--- config.mk ---
export PLATFORM = sky130hd
export DESIGN_NAME = cop_lockstep_if
export DESIGN_NICKNAME = d
export VERILOG_FILES = /design/src/rtl/cpl_pkg.sv /design/src/rtl/cpl_decode.sv /design/src/rtl/cpl_port.sv /design/src/rtl/cpl_merge.sv /design/src/rtl/cop_lockstep_if.sv
export SDC_FILE = /design/constraint.sdc
export NUM_CORES = 1
export LEC_CHECK = 0
export ABC_AREA = 1
export CAP_MARGIN = 20
export CORE_AREA = 2 2 130 132
export DETAILED_ROUTE_END_ITERATION = 8
export DIE_AREA = 0 0 132 134
export DONT_BUFFER_PORTS = 1
export GPL_TIMING_DRIVEN = 0
export SETUP_SLACK_MARGIN = 0.02
export SKIP_LAST_GASP = 1
export SYNTH_ARGS = -nofsm -noshare
export SYNTH_HDL_FRONTEND = slang
export SYNTH_SLANG_ARGS = --single-unit
export TNS_END_PERCENT = 50
--- constraint.sdc ---
create_clock -name clk -period 1.4 [get_ports clk]
set_input_delay 0.14 -clock clk [delete_from_list [all_inputs] [get_ports clk]]
set_output_delay 0.14 -clock clk [all_outputs]
set_load 0.005 [all_outputs]
--- src/rtl/cpl_pkg.sv ---
package cpl_pkg;
  typedef enum logic [1:0] {
    K_DOP  = 2'b00,
    K_WR   = 2'b01,
    K_RD   = 2'b10,
    K_NONE = 2'b11
  } cop_kind_e;
endpackage

--- src/rtl/cpl_decode.sv ---
module cpl_decode
  import cpl_pkg::*;
#(
  parameter int OPC_W  = 20,
  parameter int REG_W  = 4,
  localparam int FUNC_W = OPC_W - 2 - REG_W
) (
  input  logic [OPC_W-1:0]  opc,
  output cop_kind_e         kind,
  output logic [FUNC_W-1:0] func,
  output logic [REG_W-1:0]  regi
);
  // kind in the top two bits, function in the middle, register at the bottom
  assign kind = cop_kind_e'(opc[OPC_W-1 -: 2]);
  assign func = opc[OPC_W-3 -: FUNC_W];
  assign regi = opc[REG_W-1:0];
endmodule

--- src/rtl/cpl_port.sv ---
module cpl_port
  import cpl_pkg::*;
#(
  parameter int ID     = 0,
  parameter int SEL_W  = 1,
  parameter int DATA_W = 32,
  parameter int FUNC_W = 14,
  parameter int REG_W  = 4
) (
  input  logic              clk,
  input  logic              rst,
  input  logic              issue,
  input  logic [SEL_W-1:0]  sel,
  input  cop_kind_e         kind,
  input  logic [FUNC_W-1:0] func,
  input  logic [REG_W-1:0]  regi,
  input  logic [DATA_W-1:0] din,
  input  logic              dp_ready,
  input  logic [DATA_W-1:0] dp_rdata,
  output logic              rd_req,
  output logic [REG_W-1:0]  rd_reg,
  output logic              op_valid,
  output logic              wr_en,
  output logic [FUNC_W-1:0] cmd_func,
  output logic [REG_W-1:0]  cmd_reg,
  output logic [DATA_W-1:0] wr_data,
  output logic [DATA_W-1:0] dout,
  output logic              dvalid,
  output logic              holdn
);
  localparam logic [SEL_W-1:0] MY_ID = SEL_W'(ID);

  logic              hit, new_rd;
  logic              pend_q;
  logic [REG_W-1:0]  pend_reg_q;
  logic              op_valid_q, wr_en_q, dvalid_q, holdn_q;
  logic [FUNC_W-1:0] cmd_func_q;
  logic [REG_W-1:0]  cmd_reg_q;
  logic [DATA_W-1:0] wr_data_q, dout_q;

  assign hit    = issue && (sel == MY_ID);
  assign new_rd = hit && (kind == K_RD);
  assign rd_req = new_rd || pend_q;
  assign rd_reg = new_rd ? regi : pend_reg_q;

  // command capture toward the datapath
  always_ff @(posedge clk) begin
    if (rst) begin
      op_valid_q <= 1'b0;
      wr_en_q    <= 1'b0;
      cmd_func_q <= '0;
      cmd_reg_q  <= '0;
      wr_data_q  <= '0;
    end else begin
      op_valid_q <= hit && (kind == K_DOP);
      wr_en_q    <= hit && (kind == K_WR);
      if (hit) begin
        cmd_func_q <= func;
        cmd_reg_q  <= regi;
      end
      if (hit && (kind == K_WR)) wr_data_q <= din;
    end
  end

  // read return and stall
  always_ff @(posedge clk) begin
    if (rst) begin
      pend_q     <= 1'b0;
      pend_reg_q <= '0;
      dout_q     <= '0;
      dvalid_q   <= 1'b0;
      holdn_q    <= 1'b1;
    end else if (rd_req) begin
      if (dp_ready) begin
        dout_q   <= dp_rdata;
        dvalid_q <= 1'b1;
        pend_q   <= 1'b0;
        holdn_q  <= 1'b1;
      end else begin
        pend_q     <= 1'b1;
        pend_reg_q <= rd_reg;
        dvalid_q   <= 1'b0;
        holdn_q    <= 1'b0;
      end
    end else begin
      dvalid_q <= 1'b0;
      holdn_q  <= 1'b1;
    end
  end

  assign op_valid = op_valid_q;
  assign wr_en    = wr_en_q;
  assign cmd_func = cmd_func_q;
  assign cmd_reg  = cmd_reg_q;
  assign wr_data  = wr_data_q;
  assign dout     = dout_q;
  assign dvalid   = dvalid_q;
  assign holdn    = holdn_q;
endmodule

--- src/rtl/cpl_merge.sv ---
module cpl_merge #(
  parameter int NCOP   = 2,
  parameter int DATA_W = 32,
  parameter int SEL_W  = 1
) (
  input  logic                   clk,
  input  logic                   rst,
  input  logic [NCOP-1:0]        holdn_vec,
  input  logic [NCOP-1:0]        dvalid_vec,
  input  logic [NCOP*DATA_W-1:0] dout_flat,
  input  logic                   rd_issue,
  input  logic [SEL_W-1:0]       rd_sel,
  output logic                   host_holdn,
  output logic [DATA_W-1:0]      host_rdata,
  output logic                   host_rvalid
);
  logic [SEL_W-1:0] sel_q;

  always_ff @(posedge clk) begin
    if (rst)           sel_q <= '0;
    else if (rd_issue) sel_q <= rd_sel;
  end

  assign host_holdn  = &holdn_vec;
  assign host_rvalid = |dvalid_vec;

  always_comb begin
    host_rdata = '0;
    for (int i = 0; i < NCOP; i++) begin
      if (sel_q == SEL_W'(i)) host_rdata = dout_flat[i*DATA_W +: DATA_W];
    end
  end
endmodule

--- src/rtl/cop_lockstep_if.sv ---
module cop_lockstep_if
  import cpl_pkg::*;
#(
  parameter int NCOP   = 2,
  parameter int OPC_W  = 20,
  parameter int DATA_W = 32,
  parameter int REG_W  = 4,
  localparam int SEL_W  = (NCOP > 1) ? $clog2(NCOP) : 1,
  localparam int FUNC_W = OPC_W - 2 - REG_W
) (
  input  logic                   clk,
  input  logic                   rst,
  input  logic                   hst_valid,
  input  logic [SEL_W-1:0]       hst_sel,
  input  logic [OPC_W-1:0]       hst_opc,
  input  logic [DATA_W-1:0]      hst_din,
  output logic                   hst_holdn,
  output logic [DATA_W-1:0]      hst_rdata,
  output logic                   hst_rvalid,
  output logic [NCOP-1:0]        dp_rd_req,
  output logic [NCOP*REG_W-1:0]  dp_rd_reg,
  input  logic [NCOP-1:0]        dp_ready,
  input  logic [NCOP*DATA_W-1:0] dp_rdata,
  output logic [NCOP-1:0]        dp_op_valid,
  output logic [NCOP-1:0]        dp_wr_en,
  output logic [NCOP*FUNC_W-1:0] dp_cmd_func,
  output logic [NCOP*REG_W-1:0]  dp_cmd_reg,
  output logic [NCOP*DATA_W-1:0] dp_wr_data,
  output logic [NCOP*DATA_W-1:0] cop_dout,
  output logic [NCOP-1:0]        cop_holdn
);
  cop_kind_e         kind;
  logic [FUNC_W-1:0] func;
  logic [REG_W-1:0]  regi;
  logic              issue, rd_issue;
  logic [NCOP-1:0]   dvalid_vec;

  cpl_decode #(.OPC_W(OPC_W), .REG_W(REG_W)) u_dec (
    .opc(hst_opc), .kind(kind), .func(func), .regi(regi)
  );

  // a frozen host may present an opcode, but nothing takes it
  assign issue    = hst_valid && hst_holdn && !rst;
  assign rd_issue = issue && (kind == K_RD) && (int'(hst_sel) < NCOP);

  for (genvar g = 0; g < NCOP; g++) begin : g_port
    cpl_port #(
      .ID(g), .SEL_W(SEL_W), .DATA_W(DATA_W), .FUNC_W(FUNC_W), .REG_W(REG_W)
    ) u_port (
      .clk      (clk),
      .rst      (rst),
      .issue    (issue),
      .sel      (hst_sel),
      .kind     (kind),
      .func     (func),
      .regi     (regi),
      .din      (hst_din),
      .dp_ready (dp_ready[g]),
      .dp_rdata (dp_rdata[g*DATA_W +: DATA_W]),
      .rd_req   (dp_rd_req[g]),
      .rd_reg   (dp_rd_reg[g*REG_W +: REG_W]),
      .op_valid (dp_op_valid[g]),
      .wr_en    (dp_wr_en[g]),
      .cmd_func (dp_cmd_func[g*FUNC_W +: FUNC_W]),
      .cmd_reg  (dp_cmd_reg[g*REG_W +: REG_W]),
      .wr_data  (dp_wr_data[g*DATA_W +: DATA_W]),
      .dout     (cop_dout[g*DATA_W +: DATA_W]),
      .dvalid   (dvalid_vec[g]),
      .holdn    (cop_holdn[g])
    );
  end

  cpl_merge #(.NCOP(NCOP), .DATA_W(DATA_W), .SEL_W(SEL_W)) u_merge (
    .clk         (clk),
    .rst         (rst),
    .holdn_vec   (cop_holdn),
    .dvalid_vec  (dvalid_vec),
    .dout_flat   (cop_dout),
    .rd_issue    (rd_issue),
    .rd_sel      (hst_sel),
    .host_holdn  (hst_holdn),
    .host_rdata  (hst_rdata),
    .host_rvalid (hst_rvalid)
  );
endmodule

==> results of run 1 <==
[layout make-up]
| type | instances | share of cell area [%] |
|---|---|---|
| repair buffers | 175 | 17.2 |
| multi-input cells | 671 | 33.4 |
| clock buffers | 19 | 4.07 |
| clock inverters | 12 | 1.51 |
| well taps | 220 | 2.53 |
| inverters | 22 | 0.988 |
| plain buffers | 82 | 6.63 |
| flip-flops and latches | 183 | 33.7 |
[worst max-delay path: stages, from the launching register on]
cell and delay [ns]:
sky130_fd_sc_hd__dfxtp_2 0.36, sky130_fd_sc_hd__nand2_4 0.08, sky130_fd_sc_hd__nor2_8 0.15, sky130_fd_sc_hd__buf_6 0.14, sky130_fd_sc_hd__buf_8 0.09, sky130_fd_sc_hd__nand4_1 0.12
sky130_fd_sc_hd__nand2_2 0.16
[layout by cell type, fill, tap and decap left out, types with 3 or more instances in the layout]
master,n
sky130_fd_sc_hd__inv_6,3
sky130_fd_sc_hd__nand3b_1,64
sky130_fd_sc_hd__clkbuf_16,23
sky130_fd_sc_hd__buf_1,9
sky130_fd_sc_hd__buf_6,28
sky130_fd_sc_hd__buf_8,22
sky130_fd_sc_hd__nand2_4,7
sky130_fd_sc_hd__buf_4,39
sky130_fd_sc_hd__nand3_1,20
sky130_fd_sc_hd__dfxtp_1,180
sky130_fd_sc_hd__mux2_4,32
sky130_fd_sc_hd__nor2_1,83
sky130_fd_sc_hd__nand2_2,13
sky130_fd_sc_hd__nand3_4,3
sky130_fd_sc_hd__a21oi_1,145
sky130_fd_sc_hd__a21oi_2,20
sky130_fd_sc_hd__dlygate4sd3_1,118
sky130_fd_sc_hd__clkbuf_1,27
sky130_fd_sc_hd__inv_1,17
sky130_fd_sc_hd__bufinv_16,3
sky130_fd_sc_hd__clkinvlp_4,3
sky130_fd_sc_hd__nand4_1,8
sky130_fd_sc_hd__bufbuf_16,3
sky130_fd_sc_hd__nand2_1,269
[timing repair]
action,CTS,global route
pin swaps,17,14
hold endpoints to repair,170,0
gates resized for setup,134,78
cloned,10,5
endpoints found under the setup margin,215,215
hold buffers,118,0
setup buffers,34,11
[metal layers]
metal | vias to the layer above | track usage [%]
met4 | 0 | 12.1
met1 | 3368 | 29.5
met2 | 309 | 49.9
met5 | - | 0
met3 | 44 | 8.39
li1 | 3506 | -
[power by group]
part / internal (mW) / switching [mW] / total, mW / leakage, nW
sequential: 5.30 / 0.0988 / 5.40 / 1.48
combinational: 0.570 / 0.554 / 1.12 / 2.45
clock: 2.88 / 2.09 / 4.97 / 0.288
total: 8.75 / 2.74 / 11.5 / 4.22
[worst paths after layout]
check | cells past startpoint | to
worst max-delay path | 6 | dp_rd_reg[5]
worst min-delay path | 4 | u_merge.sel_q
worst max register to register | 11 | g_port[0].u_port.wr_data[7]
worst min register to register | 2 | g_port[0].u_port.wr_data[9]
[kinds of logic after synthesis]
kind of cell	Yosys count	share of synthesized area [%]
AND/OR/NAND/NOR	474	28.4
flip-flops	183	48.7
AO/OA/AOI/OAI	165	11.0
buffers and inverters	105	7.14
multiplexers	32	4.79
[per-stage QoR]
step | util [%] | worst slack (ns)
6_report | 66.8 | -0.254
5_1_grt | 66.8 | -0.318
4_1_cts | 64.6 | -0.260
3_5_place_dp | 47.9 | -0.428
3_3_place_gp | 47.9 | -0.417
2_1_floorplan | - | 0.0442
==> results list, run 1 <==
- Detailed placement HPWL: 16800 um
- The setup path with the least slack is of type reg2out.
- The setup check on the worst reg-to-reg path leaves a slack of -0.19 ns.
* Non-filler cells in the finished layout: approximately 1.4k
- Number of maximum-capacitance constraint violations: 0
- In this run, synthesis inferred 0 flip-flops with an integrated enable.
- WL met2: between 10000 and 15000 um
- Starting Density: between 40% and 50%
* Pin count of the biggest net entering global routing: 17
- Total routing resource utilization after global routing: roughly 27%
* Final instance area: around 0.011 sq mm
- Startpoint of the lowest-slack hold path: hst_opc[18]
- Per-cell via count in the routed design: between 5 and 6
- Reg clk slew, reported paths: approximately 0.06 ns
* Number of unique standard cell types used by synthesis: 23
- Ranked by total cell area, the synthesized netlist is headed by sky130_fd_sc_hd__dfxtp_1 (49%), sky130_fd_sc_hd__nand2_1 (14%), sky130_fd_sc_hd__a21oi_1 (11%).
- sky130_fd_sc_hd__nand2_1 is the most common cell in the netlist.
- Final max-slew violation count: 0
* Violated checks: negative setup slack
- TritonCTS built the clock tree.
* Global-route wire length before repair: around 39000 um
- Clk buf depth: 2
* Total negative slack for setup checks: -18.45 ns
- After detailed routing, the wire length on met1 is between 9000 and 10000 um.
* Met3 Routed Length: 2010 um
* Number of buffers created by CTS: 17
* Die Wd: approximately 130 um
- Reg-to-Reg Start: g_port[1].u_port.holdn
- Final hold analysis gives a worst-case slack of slightly above 0.07 ns.
- Share of flip-flops with an asynchronous set or reset: 0%
- The number of global-route vias before repair is between 7k and 8k.
- Setup violations remaining at the end of the flow were counted as around 180.
* Worst vdd rail ir drop: slightly below 0.8 mV
* Setup slack of the critical path after layout: -0.254 ns
- Synth area leader: sky130_fd_sc_hd__dfxtp_1
- STA classifies the critical path startpoint as a flip-flop.
- Summing all multi-input logic gate instances after layout gives around 0.0036 sq mm.
- For this design the top-level I/O count stands at between 300 and 400.
- In this run the static leakage power is roughly 4.2 nW.
* Areal power density over the cells: about 1100 mW/mm^2
- After floorplanning, the core was divided into 47 placement rows.
* Top layer reached by signal wires: met4
- Seq/Total Area, Yosys: about half
* CTS HTree Levels: 4
* Vertical extent of the die: approximately 130 um
- Setup repair after global routing could not meet its margin everywhere.
- Sorting the synthesized cells by how often they occur yields sky130_fd_sc_hd__nand2_1 (285), sky130_fd_sc_hd__dfxtp_1 (183), sky130_fd_sc_hd__a21oi_1 (165).
- Area of the mapped netlist: approximately 0.0075 sq mm
* Total of fill cells in the finished design: between 1k and 1.5k
- Dominant synthesized flop cell: sky130_fd_sc_hd__dfxtp_1
- In the final design database the tool counted 1274 nets.
* Arrival time of the worst setup path: ~1.5 ns
- TritonCTS sink count: about 180
* Number of hold-slack violations in the final timing report: 0
- At the pin with the least slew margin, the transition time is 0.621 ns.
- Routability-driven placement finished with a final weighted congestion of ~0.83.
- The repair_antennas step left the layout with diodes totalling 0.
* Worst hold path type: in2reg
* Detailed-routing iteration count for the pre-antenna-repair pass: 5
* Total chip power: about 11 mW
- Between clock sinks in the finished design, the worst skew comes to ~0.011 ns.
- Wire length reported by the detailed router: approximately 26000 um
- Overflow left after global routing: 0
* Setup crit start: g_port[1].u_port.holdn
- The sequential cells in the finished layout cover a total of ~0.0037 sq mm.
* Synth top area share: 48.7%
- Post-placement cell area: ~0.0078 sq mm
- Based on the critical path, the design can be clocked at up to just over 600 MHz.
- Total via count after detailed routing: around 7.2k
- Initial antenna violation count: 0
- Fraction of final layout cells sized beyond drive strength 1: 19.2%
* Result of the run: complete, but fails checks
- Cell at the root of the clock tree: sky130_fd_sc_hd__clkbuf_16
- Port buffer count: 0
* Post-synthesis area per instance: ~7.8 sq um
- Endpoint type of the worst setup path: output port
* Synthesis Warnings: 0
- Critical path fanouts, max: 5
- Headroom to the max-slew limit: about three fifths
- Routed wire length per instance: 18.4 um
* Final worst-path cycle share: 118%
- Number of instances in the placed design: about 1.2k
- After synthesis the netlist holds a flip-flop and latch count of between 150 and 200.
- Post-Synthesis Cells: 959
- Relative to the synthesized area, the layout overhead comes to 44.8%.
* Clock period minus worst slack: 1.65 ns
* Core outline area: between 0.015 and 0.02 sq mm
- Nets in the synthesized netlist: roughly 1.1k
* Number of remaining DRC errors: 0
* Worst skew pair latency: 0.42 ns
* Full die area: approximately 0.018 sq mm
- Data on the critical path is required at its endpoint by roughly 1.3 ns.
- For this block, the initial DRC count from the detailed router was approximately 320.
- In this run the remaining antenna-violating nets after routing total 0.
No activity file was read; power rests on OpenSTA's default activity.
==> run 2: changes to the inputs <==
CORE_AREA = 2 2 129 131   (was 2 2 130 132)
DIE_AREA = 0 0 131 133   (was 0 0 132 134)
PLACE_DENSITY = 0.67   (was default)
SYNTH_HIERARCHICAL = 1   (was default)
==> run 2 against run 1 <==
Against the previous run:
- the flow still finishes with violations (negative setup slack)
- fmax shrank 7.8%
- sequential share of layout area shrank 1.8 points
- register-to-register slack lost 0.20 ns
- largest cell class is now multi-input gates
- critical endpoint is now dp_rd_req[0]
- critical path depth grew 3
- via count grew 8.2%
- sequential power grew 1%
- highest routed layer unchanged
- hold slack lost 0.057 ns
- sequential cell count is the same
==> results list, run 2 <==
- The flow ran to the end, but the final reports show violations.
* Violated checks: negative setup slack
- Dominant synthesized flop cell: sky130_fd_sc_hd__dfxtp_1
- The remaining number of nets flagged by the antenna check after routing is 0 (unchanged).
* Number of remaining DRC errors: 0 (unchanged)
- Number of maximum-capacitance constraint violations: 0 (unchanged)
- Worst hold path type: in2reg
* Number of instances in the placed design: 1321 (+12%)
- Area of the mapped netlist: 0.00793 sq mm (+5.4%)
- Share of total power in the clock network: 43.6% (+0.4 points)
- Biggest area contributors in the synthesized netlist: sky130_fd_sc_hd__dfxtp_1 (46%), sky130_fd_sc_hd__nor2_1 (15%), sky130_fd_sc_hd__o21ai_0 (6.8%)
- The share of cells above drive strength 1 is 27.1% (+7.9 points).
- The net count reported at finish was 1412 (+11%).
* Total of fill cells in the finished design: 1222 (-10%)
* Post-Synthesis Cells: 1101 (+15%)
- The post-route non-filler standard cell count was 1523 (+10%).
- Unrepaired setup endpoints after global routing: true
* Placer Congestion: 0.797 (-4.2%)
* Adder-cell share of the synthesized area: 0% (unchanged)
- The number of flops mapped to enable cells by yosys was 0 (unchanged).
- The total number of vias was 7817 (+8.2%).
* Cell with the most instances after synthesis: sky130_fd_sc_hd__nor2_1
- The number of slew-limit violations in the final report is 0 (unchanged).
- The number of hold-slack violations in the final timing report was 0 (unchanged).
* Synth top cells by count: sky130_fd_sc_hd__nor2_1 (310), sky130_fd_sc_hd__dfxtp_1 (183), sky130_fd_sc_hd__nand2_1 (135)
* Arrival time of the worst setup path: 1.65 ns (+0.14 ns)
- I/O pin total: 336 (unchanged)
- The power share of the sequential group came to 45.5% (-1.5 points).
- The half-perimeter wire length after placement is 16800 um (+0.32%).
- The met3 track demand over resource in global routing is 9.58% (+1.2 points).
* Number of DRC violations after detailed-routing iteration 0: 517 (+60%)
- The power per standard cell area is 1040 mW/mm^2 (-1.2%).
- The total negative setup slack is -48.13 ns (-29.68 ns).
- Seq/Total Area, Yosys: 46.2% (-2.5 points)
- The mux share of post-synthesis cell area came to 0% (-4.8 points).
* Worst vdd rail ir drop: 0.834 mV (+5.2%)
- The largest net degree at the start of global routing came to 18 (+1).
* Commonest non-fill, non-tap cells in the layout: sky130_fd_sc_hd__nor2_1 (245), sky130_fd_sc_hd__dfxtp_1 (181), sky130_fd_sc_hd__nand2_1 (117)
* Reg-to-Reg Start: g_port[1].u_port/holdn
- Leaving out fill and tap cells, the most frequent cell in the layout is sky130_fd_sc_hd__nor2_1.
* Multi-input gate area: 0.00381 sq mm (+4.7%)
* Post-synthesis area per instance: 7.20 sq um (-8.2%)
- The worst slack after detailed placement was -0.476 ns (-0.0484 ns).
* Share of flip-flops with an asynchronous set or reset: 0% (unchanged)
- Dominant combinational cell family by area after synthesis: simple AND/OR/NAND/NOR gates
* Synth area leader: sky130_fd_sc_hd__dfxtp_1
* Highest clock rate: 557 MHz (-7.8%)
* Logic gate share of total power: 10.9% (+1.1 points)
* Headroom to the max-slew limit: 54.9% (-3.7 points)
* Clk buf depth: 2 (unchanged)
- The tree is rooted in a sky130_fd_sc_hd__clkbuf_16.
- STA classifies the critical path endpoint as an output port.
- Layout-stage area growth over the synthesis result: 45.3%
- Nets in the synthesized netlist: 1223 (+13%)
- Initial antenna violation count: 0 (unchanged)
- The synthesized-area fraction occupied by ao, oa, aoi and oai cells is 9.28% (-1.7 points).
- The most critical setup path has its startpoint at g_port[1].u_port/holdn.
- The clock period minus worst slack came to 1.79 ns (+0.140 ns).
- The worst-case clock skew came to 0.0109 ns (+0.000163 ns).
* Total routing resource utilization after global routing: 29.0% (+1.5 points)
- The maximum cell stage delay along the critical path came to 0.38 ns (+0.02 ns).
- Core outline area: 0.0162 sq mm (-0.72%)
- Clock tree from TritonCTS: done
- Number of unique standard cell types used by synthesis: 28 (+22%)
* Family of cells with the greatest summed delay on the critical path: simple AND/OR/NAND/NOR gates
- Data required time at the worst endpoint: 1.26 ns (about the same)
- Number of buffers created by CTS: 17 (unchanged)
* Final worst-path cycle share: 128% (+10 points)
* Vertical extent of the die: 133 um (-0.75%)
* Total internal power: 9.00 mW (+2.8%)
* Busiest layer in global routing: met2
- The total die area is 0.0174 sq mm (-1.5%).
* Worst slew pin tran: 0.677 ns (+0.0558 ns)
- The largest driver fanout on the critical path is 5 (unchanged).
* Reg clk slew, reported paths: 0.07 ns (about the same)
- Setup slack of the critical path after layout: -0.395 ns (-0.140 ns)
- Pleak: 4.95 nW (+17%)
- The simple-gate share of the synthesized area was 31.1% (+2.7 points).
* Met2 usage in global routing: 50.8% (+0.89 points)
- On the critical path, the stage with the largest delay is an instance of sky130_fd_sc_hd__dfxtp_4.
* Detailed-routing iteration count for the pre-antenna-repair pass: 5 (unchanged)
* Overflow left after global routing: 0 (unchanged)
- Port buffer count: 0 (unchanged)
- Synth top area share: 46.2% (-2.5 points)
* Synthesis Warnings: 6 (+6)
- Finish-stage setup viols: 195 (+11%)
- Switching power share of the total: 25.1% (+1.3 points)
- TritonCTS sink count: 183 (unchanged)
- The area taken by flip-flops and latches is 0.00367 sq mm (about the same).
- The number of global-route vias before repair came to 7432 (+1.9%).
- Net load switching power: 3.02 mW (+10%)
- Startpoint of the lowest-slack hold path: dp_rdata[0]
- The starting density of the core came to 49.0% (+2.9 points).
* Buffer and inverter count on the worst path: 4 (+2)
* Antenna diode instance count: 0 (unchanged)
- The critical path in this run is classified as reg2out.
- The via density per instance came to 5.13 (-1.7%).
- Routed wire length per instance: 17.9 um (-3.2%)
* Wire length reported by the detailed router: 27200 um (+6.5%)
- Number of storage elements in the synthesis netlist: 183 (unchanged)
- The count of H-tree levels built during CTS is 4 (unchanged).
- The met1 track demand over resource was 31.7% (+2.3 points).
- The xor/xnor cell area share of the yosys netlist came to 0% (unchanged).
- The first-pass GRT wire length is 39200 um (+1.6%).
* Worst skew pair latency: 0.43 ns (about the same)
* Floorplan row count: 47 (unchanged)
- Traced cell by cell, the critical path runs through nand2_4 > inv_6 > nand3_4 > inv_4 > inv_4 > nor2_8 > nand2_4 > nand2_8 > buf_8.
* Die Wd: 131 um (-0.76%)
* CP startpoint kind: flip-flop
[run 2: tightest hold or removal path, cell delays in order]
cell and delay, ns:
sky130_fd_sc_hd__inv_1 0.05, sky130_fd_sc_hd__nand3_1 0.08, sky130_fd_sc_hd__nand2_1 0.05, sky130_fd_sc_hd__nor2_1 0.08
[run 2: worst paths after layout]
| kind | endpoint | slack, ns | depth (start not counted) |
|---|---|---|---|
| hold / removal | g_port[0].u_port/dout[0] | 0.01 | 4 |
| setup / recovery | dp_rd_req[0] | -0.39 | 9 |
| setup reg to reg | g_port[1].u_port/dout[16] | -0.39 | 15 |
| hold reg to reg | g_port[1].u_port/wr_data[20] | 0.50 | 2 |
[run 2: metal layers]
layer | vias up | part of all wire [%]
met5 | - | 0
met4 | 0 | 3.4
met3 | 74 | 9.0
met2 | 391 | 51
met1 | 3599 | 37
li1 | 3753 | -
[run 2: cells by family (layout without fill, tap and decap cells)]
kind of cell,Yosys count,in the layout
buffers and inverters,211,412
flip-flops,183,183
AO/OA/AOI/OAI,132,132
AND/OR/NAND/NOR,575,576
[run 2: layout make-up]
| class | instances | area share, % |
|---|---|---|
| Timing Repair Buffer | 169 | 15.9 |
| Clock inverter | 15 | 1.86 |
| Inverter | 127 | 4.67 |
| Sequential cell | 183 | 31.9 |
| Buffer | 84 | 6.51 |
| Clock buffer | 17 | 3.69 |
| Multi-Input combinational cell | 708 | 33.1 |
| Tap cell | 220 | 2.39 |
[run 2: power by group through the flow]
stage	logic (mW)	clock network [mW]	registers [mW]
final	1.31	5.23	5.47
after global routing	1.42	5.55	5.49
after CTS	1.19	5.34	5.46
after detailed placement	0.756	0	5.58
after global placement	0.744	0	5.58
after floorplan	0.590	0	5.54
[run 2: through the flow]
step / instance area, sq um / power [mW] / util (%) / hold WS, ns
after floorplan: 7940 / 6.13 / - / 0.212
after global placement: 8220 / 6.33 / 50.8 / 0.214
after detailed placement: 8220 / 6.34 / 50.8 / 0.216
after CTS: 11000 / 12.0 / 67.8 / 0.00108
after global routing: 11500 / 12.5 / 71.2 / 0.0236
final: 11500 / 12.0 / 71.2 / 0.0139
[run 2: repair_timing]
action	in CTS	in global routing
resized for setup	149	152
buffers inserted	29	11
pin swaps	21	63
endpoints found under the setup margin	223	224
gates cloned	14	4
endpoints found under the hold margin	165	0
hold buffers	116	0
==> run 3: changes to the inputs <==
CELL_PAD_IN_SITES_DETAIL_PLACEMENT = 0   (was default)
CELL_PAD_IN_SITES_GLOBAL_PLACEMENT = 1   (was default)
CORE_AREA = default   (was 2 2 129 131)
CORE_MARGIN = 1.5   (was default)
CORE_UTILIZATION = 39   (was default)
DIE_AREA = default   (was 0 0 131 133)
PLACE_DENSITY = default   (was 0.67)
PLACE_DENSITY_LB_ADDON = 0.1   (was default)
==> run 3 against run 2 <==
Against the previous run:
- the run still ends with negative setup slack left
- clock skew grew 0.0022 ns
- total power down 3.7%
- combinational power about the same
- highest routed layer unchanged
==> results list, run 3 (same netlist as run 2, synthesis figures left out) <==
- The share of total power in combinational logic came to 11.1% (+0.2 points).
* Layout-stage area growth over the synthesis result: 43.9%
- The worst setup path is captured at an output port.
* Sequential share of power: 47.2% (+1.7 points)
* Vias in the first global route: 7264 (-2.3%)
* Number of hold-slack violations in the final timing report: 0 (unchanged)
- Dominant cell type by count on the critical path: sky130_fd_sc_hd__inv_4
- The total clock sinks is 183 (unchanged).
- Headroom to the max-slew limit: 51.3% (-3.6 points)
- Number of buffers created by CTS: 17 (unchanged)
- The maximum operating frequency came to 570 MHz (+2.3%).
- The aggregate global routing overflow is 0 (unchanged).
* Remaining number of nets flagged by the antenna check after routing: 0 (unchanged)
- Net load switching power: 3.19 mW (+5.6%)
- The count of routing violations after the opening detailed-route iteration was 298 (-42%).
- The final setup violation count is 197 (+1.0%).
- The startpoint identified for the worst register-to-register timing path is g_port[0].u_port/holdn.
* Worst slack after detailed placement: -0.466 ns (+0.0101 ns)
- Number of remaining DRC errors: 0 (unchanged)
- The horizontal die dimension came to 146 um (+11%).
- Wire length reported by the detailed router: 26500 um (-2.5%)
* Unrepaired setup endpoints after global routing: true
- In this run the clock root is driven by a sky130_fd_sc_hd__clkbuf_16.
- Vertical extent of the die: 146 um (+9.5%)
* Violated checks: negative setup slack
* Most frequent standard cell in the layout excluding fill and tap cells: sky130_fd_sc_hd__nor2_1
- The leakage power was 4.86 nW (-1.8%).
- The worst hold path belongs to the class in2reg.
* Clock tree from TritonCTS: done
* Pin count of the biggest net entering global routing: 21 (+3)
* Nets: 1408 (-0.28%)
* Global Route met3 Usage: 7.65% (-1.9 points)
- The path with the worst hold slack has its endpoint at g_port[1].u_port/op_valid.
* R2r worst-path depth: 12 (-3)
- The clock period minus worst slack was 1.75 ns (-0.0407 ns).
- Busiest layer in global routing: met2
* Worst slew pin tran: 0.730 ns (+0.0533 ns)
* Data required time at the worst endpoint: 1.26 ns (about the same)
- Reg clk slew, reported paths: 0.08 ns (about the same)
- The total number of vias is 7358 (-5.9%).
- The setup slack of the critical path after layout came to -0.354 ns (+0.0407 ns).
- Cell depth of the worst min-delay path: 2 (-2)
- In this run the critical register-to-register path is captured at g_port[0].u_port/wr_data[30].
* Global-route wire length before repair: 40100 um (+2.4%)
- Share of total power in the clock network: 41.6% (-2.0 points)
- The setup slack of the most critical reg-to-reg path is -0.33 ns (+0.06 ns).
- Placer Congestion: 0.803 (+0.84%)
- Leaving out fill and tap cells, the most frequent cells in the layout are sky130_fd_sc_hd__nor2_1 (267), sky130_fd_sc_hd__dfxtp_1 (181), sky130_fd_sc_hd__nand2_1 (120).
* Detailed-routing iteration count for the pre-antenna-repair pass: 6 (+1)
- Initial antenna violation count: 0 (unchanged)
* Worst vdd rail ir drop: 0.742 mV (-11%)
- The number of diodes added for antenna fixing came to 0 (unchanged).
- The quantity of I/O buffers inserted on ports is 0 (unchanged).
- The final worst-path cycle share was 125% (-2.9 points).
- Type of the setup path with the least slack: reg2out
- Full die area: 0.0212 sq mm (+22%)
- Core outline area: 0.0197 sq mm (+22%)
- The flow ran to the end, but the final reports show violations.
* Number of maximum-capacitance constraint violations: 0 (unchanged)
- Cell-by-cell listing of the critical path: nand2_4 > inv_4 > nand3_4 > inv_4 > inv_4 > nor2_8 > buf_6 > nand3_2 > nand2_2
- Switching power share of the total: 27.6% (+2.4 points)
- Met2 usage in global routing: 42.0% (-8.8 points)
* Final max-slew violation count: 0 (unchanged)
- The met1 track demand over resource is 27.9% (-3.8 points).
- Among all stages on the critical path, the largest delay is contributed by sky130_fd_sc_hd__dfxtp_4.
* Detailed placement HPWL: 17900 um (+6.6%)
- The number of placed I/O pins is 336 (unchanged).
- The number of buffers on the longest clock path came to 2 (unchanged).
- Clock tree skew after final layout: 0.0130 ns (+0.00217 ns)
* Startpoint of the lowest-slack hold path: hst_opc[18]
* CP startpoint kind: flip-flop
- Total routing resource utilization after global routing: 24.1% (-4.9 points)
- The clock latency reported for the late side of the worst-skew pair was 0.43 ns (about the same).
- Arrival time of the worst setup path: 1.61 ns (-0.04 ns)
* Fraction of final layout cells sized beyond drive strength 1: 23.7% (-3.4 points)
- The largest driver fanout on the critical path came to 5 (unchanged).
- Slowest cell delay on critical path: 0.38 ns (about the same)
- Starting Density: 40.2% (-8.8 points)
* Routed wire length per instance: 16.9 um (-5.1%)
- Floorplan row count: 51 (+8.5%)
- CTS HTree Levels: 4 (unchanged)
- The total negative setup slack was -42.50 ns (+5.63 ns).
- The via density per instance is 4.70 (-8.3%).
* Total internal power: 8.38 mW (-6.9%)
* Areal power density over the cells: 1010 mW/mm^2 (-2.8%)
run 3: changes by cell type in the layout (fill, tap and decap cells not counted), moves of 4 or more:
cell                        previous run  this run
sky130_fd_sc_hd__buf_6                27        20
sky130_fd_sc_hd__bufinv_16             4         0
sky130_fd_sc_hd__clkbuf_16            20        24
sky130_fd_sc_hd__clkinv_8              3         9
sky130_fd_sc_hd__nand2_4               9         5
sky130_fd_sc_hd__nand3_1              63        67
sky130_fd_sc_hd__nand3_2              10         5
sky130_fd_sc_hd__nor2_1              245       267
sky130_fd_sc_hd__nor2_2               85        74
sky130_fd_sc_hd__nor2_4               23        12
sky130_fd_sc_hd__o21ai_0              73        83
sky130_fd_sc_hd__o21ai_2              44        32
run 3: worst max-delay path, delay by kind of cell (launching register included):
kind / cells / cell delay (ns)
DFF: 1 / 0.38
and+or+nand+nor: 5 / 0.48
buffers and inverters: 4 / 0.32
run 3: per-stage QoR:
step	power (mW)	hold WS, ns	std cells	area (sq um)	util [%]
finish	11.6	0.0192	1564	11400	57.9
global placement	6.34	0.219	1366	8270	42.0
floorplan	6.13	0.212	1101	7940	-
CTS	11.6	0.00398	1548	10800	54.8
global route	12.1	0.00544	1564	11400	57.9
detailed placement	6.35	0.221	1366	8270	42.0
run 3: layout make-up:
| cell class | count | area, sq um |
|---|---|---|
| plain buffers | 83 | 728 |
| well taps | 265 | 332 |
| clock buffers | 17 | 425 |
| multi-input cells | 708 | 3610 |
| repair buffers | 166 | 1920 |
| fillers | 1868 | 8310 |
| clock inverters | 15 | 176 |
| flip-flops and latches | 183 | 3670 |
| inverters | 127 | 543 |
run 3: what timing repair did:
action	in CTS	in global routing
hold buffers	117	1
hold endpoints to repair	168	1
pin swaps	16	39
resized for setup	111	112
gates cloned	11	7
buffers inserted	23	9
setup endpoints to repair	223	222
run 3: metal layers:
| metal | vias up | wire length (um) |
|---|---|---|
| li1 | 3729 | - |
| met1 | 3357 | 11100 |
| met2 | 244 | 12900 |
| met3 | 28 | 1840 |
| met4 | 0 | 586 |
| met5 | - | 0 |
run 3: how the worst max path moves through the flow:
stage | from | endpoint | slack, ns | cells after the start
final | g_port[0].u_port/holdn | dp_rd_reg[0] | -0.35 | 9
after global routing | g_port[0].u_port/holdn | g_port[0].u_port/wr_data[30] | -0.44 | 12
after CTS | g_port[0].u_port/holdn | dp_rd_req[0] | -0.38 | 9
after detailed placement | g_port[0].u_port/holdn | g_port[1].u_port/wr_data[5] | -0.47 | 10
after global placement | g_port[0].u_port/holdn | g_port[1].u_port/wr_data[7] | -0.48 | 10
after floorplan | g_port[0].u_port/holdn | g_port[0].u_port/dout[10] | -0.01 | 13
run 3: power by group through the flow:
stage / sequential, mW / combinational (mW) / clock [mW]
floorplan: 5.54 / 0.590 / 0
global placement: 5.59 / 0.750 / 0
detailed placement: 5.59 / 0.758 / 0
CTS: 5.47 / 1.18 / 4.95
global route: 5.49 / 1.42 / 5.15
finish: 5.47 / 1.29 / 4.82
